## src/rtl/fft_seq.sv

```systemverilog
module fft_seq #(
  parameter int N = 16
) (
  input  logic                           clk,
  input  logic                           rst_n,
  input  logic                           start,
  output logic                           busy,
  output logic [$clog2($clog2(N)+1)-1:0] stage,
  output logic                           half,
  output logic                           rd_en,
  output logic                           rd_odd,
  output logic                           wr_en,
  output logic                           wr_odd,
  output logic                           in_init,
  output logic                           out_init,
  output logic                           bitrev,
  output logic                           done
);
  localparam int L  = $clog2(N);
  localparam int Q  = N / 4;
  localparam int SW = $clog2(L + 1);
  localparam int CW = $clog2(Q + 1);
  localparam logic [SW-1:0] LAST  = SW'(L);
  localparam logic [CW-1:0] CLAST = CW'(Q - 1);

  typedef enum logic [2:0] {S_IDLE, S_SETUP, S_RUN, S_FLUSH, S_GAP, S_DONE} st_t;

  st_t           st;
  logic [SW-1:0] stg;
  logic [CW-1:0] cnt;
  logic          half_q;
  logic          wodd_q;

  always_ff @(posedge clk) begin
    if (!rst_n) begin
      st     <= S_IDLE;
      stg    <= '0;
      cnt    <= '0;
      half_q <= 1'b0;
      wodd_q <= 1'b0;
    end else begin
      wodd_q <= (st == S_RUN) ? cnt[0] : 1'b0;
      case (st)
        S_IDLE:  if (start) st <= S_SETUP;
        S_SETUP: begin
          st     <= S_RUN;
          stg    <= SW'(1);
          half_q <= 1'b0;
          cnt    <= '0;
        end
        S_RUN: begin
          if (cnt == CLAST) st <= S_FLUSH;
          else cnt <= cnt + 1'b1;
        end
        S_FLUSH: begin
          cnt <= '0;
          if (!half_q) begin
            st     <= S_RUN;
            half_q <= 1'b1;
          end else begin
            st <= S_GAP;
          end
        end
        S_GAP: begin
          half_q <= 1'b0;
          cnt    <= '0;
          if (stg == LAST) begin
            st  <= S_DONE;
            stg <= '0;
          end else begin
            st  <= S_RUN;
            stg <= stg + 1'b1;
          end
        end
        default: st <= S_IDLE;
      endcase
    end
  end

  assign busy     = (st != S_IDLE);
  assign stage    = stg;
  assign half     = half_q;
  assign rd_en    = (st == S_RUN);
  assign rd_odd   = rd_en & cnt[0];
  assign wr_en    = ((st == S_RUN) && (cnt != '0)) || (st == S_FLUSH);
  assign wr_odd   = wr_en & wodd_q;
  assign in_init  = (st == S_SETUP);
  assign out_init = rd_en && (cnt == '0);
  assign bitrev   = ((st == S_RUN) || (st == S_FLUSH)) && (stg == LAST);
  assign done     = (st == S_DONE);

  a_r2_setup_from_start: assert property (@(posedge clk) disable iff (!rst_n)
    in_init |-> ($past(start) && !$past(busy)));
  a_r4_first_read_only: assert property (@(posedge clk) disable iff (!rst_n)
    out_init |-> (rd_en && !wr_en));
  a_r6_write_after_read: assert property (@(posedge clk) disable iff (!rst_n)
    wr_en |-> $past(rd_en));
  a_r6_write_parity: assert property (@(posedge clk) disable iff (!rst_n)
    wr_en |-> (wr_odd == $past(rd_odd)));
  a_r5_parity_toggle: assert property (@(posedge clk) disable iff (!rst_n)
    (rd_en && !out_init) |-> (rd_odd != $past(rd_odd)));
  a_r8_gap_after_stage: assert property (@(posedge clk) disable iff (!rst_n)
    (wr_en && !rd_en && half) |=> (!rd_en && !wr_en));
  a_r9_bitrev_last: assert property (@(posedge clk) disable iff (!rst_n)
    bitrev |-> (stage == LAST));
  a_r10_done_then_idle: assert property (@(posedge clk) disable iff (!rst_n)
    done |=> (!busy && !done));
endmodule

```

## config.mk

```make
export PLATFORM = sky130hd
export DESIGN_NAME = fft_seq
export DESIGN_NICKNAME = d
export VERILOG_FILES = /design/src/rtl/fft_seq.sv
export SDC_FILE = /design/constraint.sdc
export NUM_CORES = 1
export LEC_CHECK = 0
export ABC_AREA = 1
export BUFFER_PORTS_ARGS = -buffer_cell sky130_fd_sc_hd__buf_4
export CAP_MARGIN = 20
export CORE_MARGIN = 5
export CORE_UTILIZATION = 40
export DETAILED_ROUTE_END_ITERATION = 7
export SLEW_MARGIN = 10
export SYNTH_ARGS = -nofsm -noshare
export SYNTH_HDL_FRONTEND = slang
export SYNTH_SLANG_ARGS = --single-unit
```

## constraint.sdc

```tcl
create_clock -name clk -period 1.05 [get_ports clk]
set_input_delay 0.105 -clock clk [delete_from_list [all_inputs] [get_ports clk]]
set_output_delay 0.105 -clock clk [all_outputs]
set_load 0.03 [all_outputs]
```

* Word level (Yosys, flattened, before mapping)
Index checks and enable logic that the tools add are counted.
Storage, ports and cells: ROM bits 0, latch bits 0, word-level logic and storage cells 46, memories kept 0, bits in registers 11, bits of input ports 3, output and inout bits 13, memory bits (writable) 0
Operators by class: bitwise gates (word level) 2, reductions and logical operators 17, add/sub/neg operators 2, equal/unequal tests 10, magnitude comparators 0, shifts and indexed selects 0, muxes and demuxes 10, div/mod/pow operators 0, multiply operators 0
Operators by type and width (count):
- $mux W3 | 6
- $pmux W3 S5 | 1
- $pmux W3 S2 | 2
- $eq A3 B2 Y1 const B | 3
- $eq A3 B3 Y1 const B | 3
- $add A3 B1 Y3 const B | 2
- $logic_not A3 Y1 | 2
- $reduce_and A2 Y1 | 3
- $reduce_bool A2 Y1 | 3
- $reduce_bool A3 Y1 | 2
- $ne A2 B2 Y1 const B | 2
- $eq A3 B1 Y1 const B | 1
- $logic_and A1 B1 Y1 | 3
- $reduce_or A3 Y1 | 1
- $and A1 B1 Y1 | 2
- $logic_or A1 B1 Y1 | 2
- $ne A2 B1 Y1 const B | 1
- $pmux W1 S2 | 1
- $reduce_or A2 Y1 | 1

* Logic depth before layout (Yosys ltp)
Gate-level depths: netlist of the first run.
depth in word-level cells 4, depth in mapped cells 7, gate-level depth less buffers 7

* Worst setup path after synthesis of the first run
Ideal clock, no wire load.
path kind register -> output, from register cnt[0], to output port wr_odd, stages on the path, launching flop included 6, slack -0.490 ns, buffers on the path 0, data required time 0.945 ns, arrival time 1.435 ns, cell sequence dfxtp_1 -> inv_1 -> ha_1 -> inv_1 -> nor3_1 -> nor3b_1
On the way: cells in the longest elaborated chain, start to end 4
Ends and longest elaborated chain:
- start: declaration | RTL line 30 | logic [CW-1:0] cnt;
- start signal: assignment | RTL line 53 | else cnt <= cnt + 1'b1;
- $reduce_bool A3 Y1 | RTL line 85 | assign wr_en = ((st == S_RUN) && (cnt != '0)) || (st == S_FLUSH);
- $logic_and A1 B1 Y1 | RTL line 85
- $logic_or A1 B1 Y1 | RTL line 85
- $and A1 B1 Y1 | RTL line 86 | assign wr_odd = wr_en & wodd_q;
- end: declaration | RTL line 13 | output logic wr_odd,
No other way between the ends.

* Worst setup path after layout of the first run
from register cnt[1], to output port wr_odd
Same word-level chain as after synthesis.

==> metrics.txt, run 1 <==
global route overflow=0; worst-skew pair later-pin latency=0.27 ns; simple logic cell fraction of the synthesized area=40.5%; Detailed Route Iter0 Violations=21; Worst Setup SP=cnt[1]; Critical path buffers and inverters=3; worst-path maximum fanout=2; last weighted congestion value of the routability-driven placer=0.767; post-CTS clock slew at the launch and capture registers of the worst setup and hold paths=0.08 ns; total number of clock tree sinks=11; Reg2Reg Depth=9; Area contributors post-synth=sky130_fd_sc_hd__dfxtp_1 33%, sky130_fd_sc_hd__nand2_1 9.7%, sky130_fd_sc_hd__ha_1 9.5%; max cap viols=0; Critical Path Sink Type=primary output; run status=finished with violations; ordered list of cells on the worst path=inv_2 > ha_4 > inv_4 > nor3_4 > nor3b_4 > buf_6; DR DRC count=0; category of the worst setup path launch point=flip-flop; Synth Register Bits=11; mean area per synthesized cell=6.67 sq um; post-synthesis adder-cell area fraction=9.47%; share of the cycle needed by the critical path after routing=133%; end of the critical path=wr_odd; final-report max-slew violation count=0; post-route core utilization=95.1%; total routed wirelength=3010 microns; combinational family with the most area after synthesis=simple AND/OR/NAND/NOR gates; highest clock frequency the design can meet=715 MHz; compound-cell area share of the yosys netlist=6.06%; overall die width=50.6 microns; internal reg-to-reg setup slack=-0.27 ns; Die Footprint=2560 sq um; fraction of layout cells with a size suffix above 1=75.2%; area occupied by multi-input gates=674 sq um; worst slew margin relative to its limit=74.1%; class of the tightest hold or removal check=in2reg; minimum clock period=1.40 ns; Ant. Diodes=0; total number of cells along the worst setup path=6; post-layout worst setup margin=-0.349 ns; Pre-Repair DR Iteration Count=4; Final Hold Vio Count=0; origin of the critical flop-to-flop path=st[0]; global-route wire length before repair=3820 microns; cell count after synthesis=99; via count=924; critical path class=reg2out; layout overhead on the synthesized area=122%; syn nets=107; antenna violations before repair=0; maximum cell stage delay along the critical path=0.35 ns; largest delay contributor family on the critical path=flip-flops; RSZ-0062 raised after global routing=yes; setup slack after placement=-0.103 ns; average vias per placed instance=5.74; standby leakage power=0.630 nW; filler instances=40; average wire per standard cell=18.7 microns; CTS Buf Count=3; hold buffer count at CTS=0; total global routing track utilization=19.1%; crit path max-delay cell type=sky130_fd_sc_hd__dfxtp_2; failing checks=setup timing; capture instance of the worst register-to-register path=cnt[2]; number of placed I/O pins=16; power per unit of standard cell area=1400 nW/um^2; Rows=14; sequential-to-total area share from yosys stat=33.3%; largest buffer count on any clock path=2; largest net degree at the start of global routing=9; worst slew pin tran=0.388 ns; Clock H-tree levels=1; area share of xor/xnor cells in the synthesized design=0%; register cell area after layout=240 sq um; worst endpoint data arrival time=1.29 ns; dpl hpwl=1250 microns; # setup viols final=20; Core Region=1540 sq um; Yosys cell types=16; Post-synth EDFFs=0; critical path data required time=0.94 ns; multiplexer area fraction after synthesis=0%; Fin Hold WS=0.106 ns; CTS tree=yes; number of warnings printed during yosys synthesis=0; summed instance area of the synthesized netlist=661 sq um; die height=50.6 microns; vias in the first global route=836; Total Power Consumption=2.05 mW; share of async-settable or async-resettable flops after synthesis=0%; portion of synthesized cell area occupied by the leading cell type=33.3%; Initial Utilization=42.9%; top flip-flop cell by instance count after synthesis=sky130_fd_sc_hd__dfxtp_1; Fin Clk Skew=0.00901 ns; Port Buffer Count=15; net count reported at finish=154; number of nets with antenna violations after detailed routing=0; peak supply drop=0.00119 V; Sum Neg Setup Slack=-4.48 ns; library cell used as clock root buffer=sky130_fd_sc_hd__clkbuf_4; cell type with the largest total area after synthesis=sky130_fd_sc_hd__dfxtp_1
cells by family after synthesis:
group,Yosys count
simple gates,57
compound gates,8
buf+inv,18
flops,11
fa+ha+maj,5
cells in the final DEF (no fill, tap or decap):
master                     netlist  layout
sky130_fd_sc_hd__o21ai_2         0       1
sky130_fd_sc_hd__nand3_1        11       3
sky130_fd_sc_hd__o21ai_1         2       1
sky130_fd_sc_hd__inv_1          14       5
sky130_fd_sc_hd__nor3_4          0       3
sky130_fd_sc_hd__nor2_4          2       7
sky130_fd_sc_hd__a21oi_1         6       2
sky130_fd_sc_hd__ha_4            0       5
sky130_fd_sc_hd__inv_8           0       1
sky130_fd_sc_hd__inv_4           0       4
sky130_fd_sc_hd__clkbuf_4        0       3
sky130_fd_sc_hd__nand3_4         0       3
sky130_fd_sc_hd__nor2_1         16       8
sky130_fd_sc_hd__clkbuf_1        0       1
sky130_fd_sc_hd__dfxtp_2         0       4
sky130_fd_sc_hd__a21oi_2         0       4
sky130_fd_sc_hd__buf_12          0       2
sky130_fd_sc_hd__nor3b_4         0       1
sky130_fd_sc_hd__dfxtp_4         0       4
sky130_fd_sc_hd__dfxtp_1        11       3
sky130_fd_sc_hd__inv_2           2       5
sky130_fd_sc_hd__buf_4           0      24
sky130_fd_sc_hd__nand3_2         0       5
sky130_fd_sc_hd__nand4_1         2       2
sky130_fd_sc_hd__nand3b_1        1       1
sky130_fd_sc_hd__nand2_8         0       2
sky130_fd_sc_hd__nand2_2         3       4
sky130_fd_sc_hd__inv_6           0       1
sky130_fd_sc_hd__nor2_2          0       3
sky130_fd_sc_hd__nand2_1        17      10
sky130_fd_sc_hd__nor3_2          0       1
sky130_fd_sc_hd__nand2_4         0       4
sky130_fd_sc_hd__buf_6           0      18
worst min path at each step:
stage | startpoint | end | slack (ns) | cells past startpoint
after global routing | rst_n | cnt[0] | 0.12 | 3
after CTS | rst_n | stage[0] | 0.10 | 3
after detailed placement | rst_n | stage[0] | 0.38 | 3
after floorplan | rst_n | stage[0] | 0.23 | 2
final | rst_n | cnt[1] | 0.11 | 3
after global placement | rst_n | stage[0] | 0.36 | 3
sequential cells by signal, summed over array words and instances, names as in the netlist:
signal,cells
half,1
st,3
stage,3
cnt,3
wodd_q,1
area by class of cell:
| cell class | count | area share, % |
|---|---|---|
| clock buffers | 4 | 1.79 |
| inverters | 16 | 5.63 |
| multi-input cells | 70 | 46.0 |
| flip-flops and latches | 11 | 16.4 |
| well taps | 16 | 1.37 |
| repair buffers | 44 | 28.8 |
repair_timing:
action / 4_1_cts / 5_1_grt
setup endpoints to repair: 17 / 20
resized for setup: 45 / 32
endpoints found under the hold margin: 0 / 0
pin swaps: 12 / 23
buffers inserted: 12 / 8
synthesized netlist by cell type, types with 3 or more instances:
cell type,instances
sky130_fd_sc_hd__nand2_2,3
sky130_fd_sc_hd__inv_1,14
sky130_fd_sc_hd__ha_1,5
sky130_fd_sc_hd__a21oi_1,6
sky130_fd_sc_hd__nand2_1,17
sky130_fd_sc_hd__dfxtp_1,11
sky130_fd_sc_hd__nand3_1,11
sky130_fd_sc_hd__nor3_1,4
sky130_fd_sc_hd__nor2_1,16
per-stage QoR:
step	area, sq um	instances
floorplan	787	99
detailed placement	982	138
CTS	1280	154
finish	1470	161
global route	1470	161
global placement	982	138
report_power, final:
part	leakage [nW]	switching, mW	total [mW]	internal, mW
logic	0.521	0.648	1.23	0.583
registers	0.0941	0.0619	0.519	0.457
clock network	0.0150	0.154	0.302	0.147
worst min-delay path, cell delays in order:
cell and delay, ns:
sky130_fd_sc_hd__buf_4 0.13, sky130_fd_sc_hd__nand3_4 0.07, sky130_fd_sc_hd__a21oi_1 0.04
per-layer routing:
layer	part of all wire, %	vias up	track usage, %
li1	-	415	-
met1	37	439	21.8
met2	53	54	34.5
met3	5.4	16	2.07
met4	4.2	0	8.94
met5	0	-	0
Power figures use the tool's default switching activity.
==> run 2: changes to the inputs <==
--- a/config.mk
+++ b/config.mk
@@ -8,7 +8,7 @@
 export ABC_AREA = 1
 export BUFFER_PORTS_ARGS = -buffer_cell sky130_fd_sc_hd__buf_4
 export CAP_MARGIN = 20
-export CORE_MARGIN = 5
+export CORE_MARGIN = 4
 export CORE_UTILIZATION = 40
 export DETAILED_ROUTE_END_ITERATION = 7
 export SLEW_MARGIN = 10
==> run 2 against run 1 <==
The flow still finishes with violations (setup timing). Clock power barely moved. Final area grew 0.60%. Maximum frequency up 0.29%. Critical endpoint is now out_init. Critical path type unchanged. Die area is 7.7% lower. Worst hold slack better by 0.016 ns. Clock-buffer cell count unchanged. Largest cell class unchanged. Flip-flop and latch count stayed put. Sequential power up 2%. Via count is 0.54% higher.
==> metrics.txt, run 2 (same netlist as run 1, synthesis figures left out) <==
Rows=14 (unchanged); run status=finished with violations; highest clock frequency the design can meet=717 MHz (+0.29%); total number of clock tree sinks=11 (unchanged); origin of the critical flop-to-flop path=st[0]; post-CTS clock slew at the launch and capture registers of the worst setup and hold paths=0.08 ns (about the same); last weighted congestion value of the routability-driven placer=0.776 (+1.1%); average vias per placed instance=5.84 (+1.8%); end of the critical path=out_init; net count reported at finish=152 (-1.3%); leading cell types in the layout, fill and taps excluded=27 x sky130_fd_sc_hd__buf_6, 15 x sky130_fd_sc_hd__buf_4, 8 x sky130_fd_sc_hd__nor2_1, 8 x sky130_fd_sc_hd__nand2_1; Worst Setup SP=cnt[0]; final-report max-slew violation count=0 (unchanged); die height=48.6 microns (-3.9%); worst slew pin tran=0.382 ns (-0.00635 ns); Core Region=1540 sq um (unchanged); CTS Buf Count=3 (unchanged); layout overhead on the synthesized area=123%; fraction of layout cells with a size suffix above 1=77.6% (+2.4 points); # setup viols final=21 (+5.0%); critical path data required time=0.94 ns (about the same); most common cell after layout, fill and taps aside=sky130_fd_sc_hd__buf_6; filler instances=38 (-5.0%); critical path class=reg2out; Reg2Reg Depth=8 (-1); global route overflow=0 (unchanged); dpl hpwl=1270 microns (+1.7%); failing checks=setup timing; DR DRC count=0 (unchanged); placed cells=137 (-0.72%); Fin Clk Skew=0.00670 ns (-0.00231 ns); worst-path maximum fanout=2 (unchanged); post-layout worst setup margin=-0.345 ns (+0.00398 ns); share of the cycle needed by the critical path after routing=133% (-0.38 points); power per unit of standard cell area=1400 nW/um^2 (-0.15%); max cap viols=0 (unchanged); via count=929 (+0.54%); Final Hold Vio Count=0 (unchanged); Total Power Consumption=2.06 mW (+0.44%); worst endpoint data arrival time=1.29 ns (about the same); Sum Neg Setup Slack=-3.35 ns (+1.13 ns); Die Footprint=2370 sq um (-7.7%); antenna violations before repair=0 (unchanged); worst-skew pair later-pin latency=0.27 ns (about the same); Initial Utilization=42.9% (unchanged); vias in the first global route=876 (+4.8%); peak supply drop=0.00121 V (+1.7%); Port Buffer Count=15 (unchanged); standby leakage power=0.622 nW (-1.3%); Pre-Repair DR Iteration Count=4 (unchanged); overall die width=48.6 microns (-3.9%); class of the tightest hold or removal check=in2reg; Clk network pwr share=14.6% (about the same); internal reg-to-reg setup slack=-0.19 ns (+0.08 ns); number of placed I/O pins=16 (unchanged); total global routing track utilization=20.8% (+1.7 points); Switching Share=42.8% (+0.63 points); count of placed standard cells in the final layout, fillers left out=159 (-1.2%); reported net switching power=0.881 mW (+1.9%); design internal power=1.18 mW (-0.64%); logic gate share of total power=59.7% (-0.3 points); Detailed Route Iter0 Violations=65 (+210%); minimum clock period=1.40 ns (-0.00398 ns); category of the worst setup path launch point=flip-flop; part of the power in registers=25.6% (+0.3 points); Ant. Diodes=0 (unchanged); Clock H-tree levels=1 (unchanged); CTS tree=yes; worst slew margin relative to its limit=74.5% (+0.42 points); capture instance of the worst register-to-register path=cnt[2]; largest buffer count on any clock path=2 (unchanged); number of nets with antenna violations after detailed routing=0 (unchanged); RSZ-0062 raised after global routing=yes; Critical Path Sink Type=primary output; library cell used as clock root buffer=sky130_fd_sc_hd__clkbuf_4; average wire per standard cell=20.0 microns (+7.0%); total routed wirelength=3180 microns (+5.6%); setup slack after placement=-0.0969 ns (+0.00595 ns); Fin Hold WS=0.122 ns (+0.0161 ns); largest net degree at the start of global routing=9 (unchanged); global-route wire length before repair=3940 microns (+3.3%)
==> run 2: metrics by stage <==
stage	util (%)	instance area, sq um
after floorplan	-	787
after global placement	63.2	975
after detailed placement	63.2	975
after CTS	86.2	1330
after global routing	95.7	1480
final	95.7	1480
==> run 2: power by group through the flow <==
stage	Combinational (mW)	Sequential [mW]	Clock (mW)
after CTS	1.02	0.520	0.299
after detailed placement	0.674	0.520	0
after floorplan	0.440	0.532	0
final	1.23	0.528	0.301
after global routing	1.28	0.533	0.322
after global placement	0.662	0.518	0
==> run 2: layout make-up <==
cell class                      count  area, sq um  area share [%]
Clock buffer                        4         26.3            1.78
Inverter                           16         82.6            5.60
Multi-Input combinational cell     70          691            46.8
Sequential cell                    11          239            16.2
Tap cell                           16         20.0            1.36
Timing Repair Buffer               42          417            28.2
==> run 2: per-layer routing <==
layer	part of all wire [%]	global-route usage, %	vias to the layer above
met2	53	37.8	66
li1	-	-	405
met1	37	22.2	441
met3	7.0	3.68	17
met4	3.8	11.2	0
met5	0	0	-
==> run 2: worst min-delay path by stage <==
stage                     startpoint        to  slack [ns]  cells past startpoint
after floorplan                rst_n  stage[0]        0.23                      2
after global placement         rst_n  stage[0]        0.36                      3
after detailed placement       rst_n  stage[0]        0.36                      3
after CTS                      rst_n  stage[0]        0.09                      3
after global routing           rst_n  stage[0]        0.10                      3
final                          rst_n    cnt[1]        0.12                      3
==> run 2: critical path, cell delays in order (launching register included) <==
cell	delay, ns
sky130_fd_sc_hd__dfxtp_2	0.33
sky130_fd_sc_hd__inv_2	0.07
sky130_fd_sc_hd__ha_4	0.14
sky130_fd_sc_hd__inv_4	0.04
sky130_fd_sc_hd__buf_6	0.11
sky130_fd_sc_hd__nor3_4	0.18
sky130_fd_sc_hd__buf_6	0.16
==> run 2: what timing repair did <==
action                                  CTS  global route
endpoints found under the setup margin   17            19
hold endpoints to repair                  0             0
gates resized for setup                  58            33
setup buffers                            15             4
pin swaps                                18            17
hold buffers                              0             0
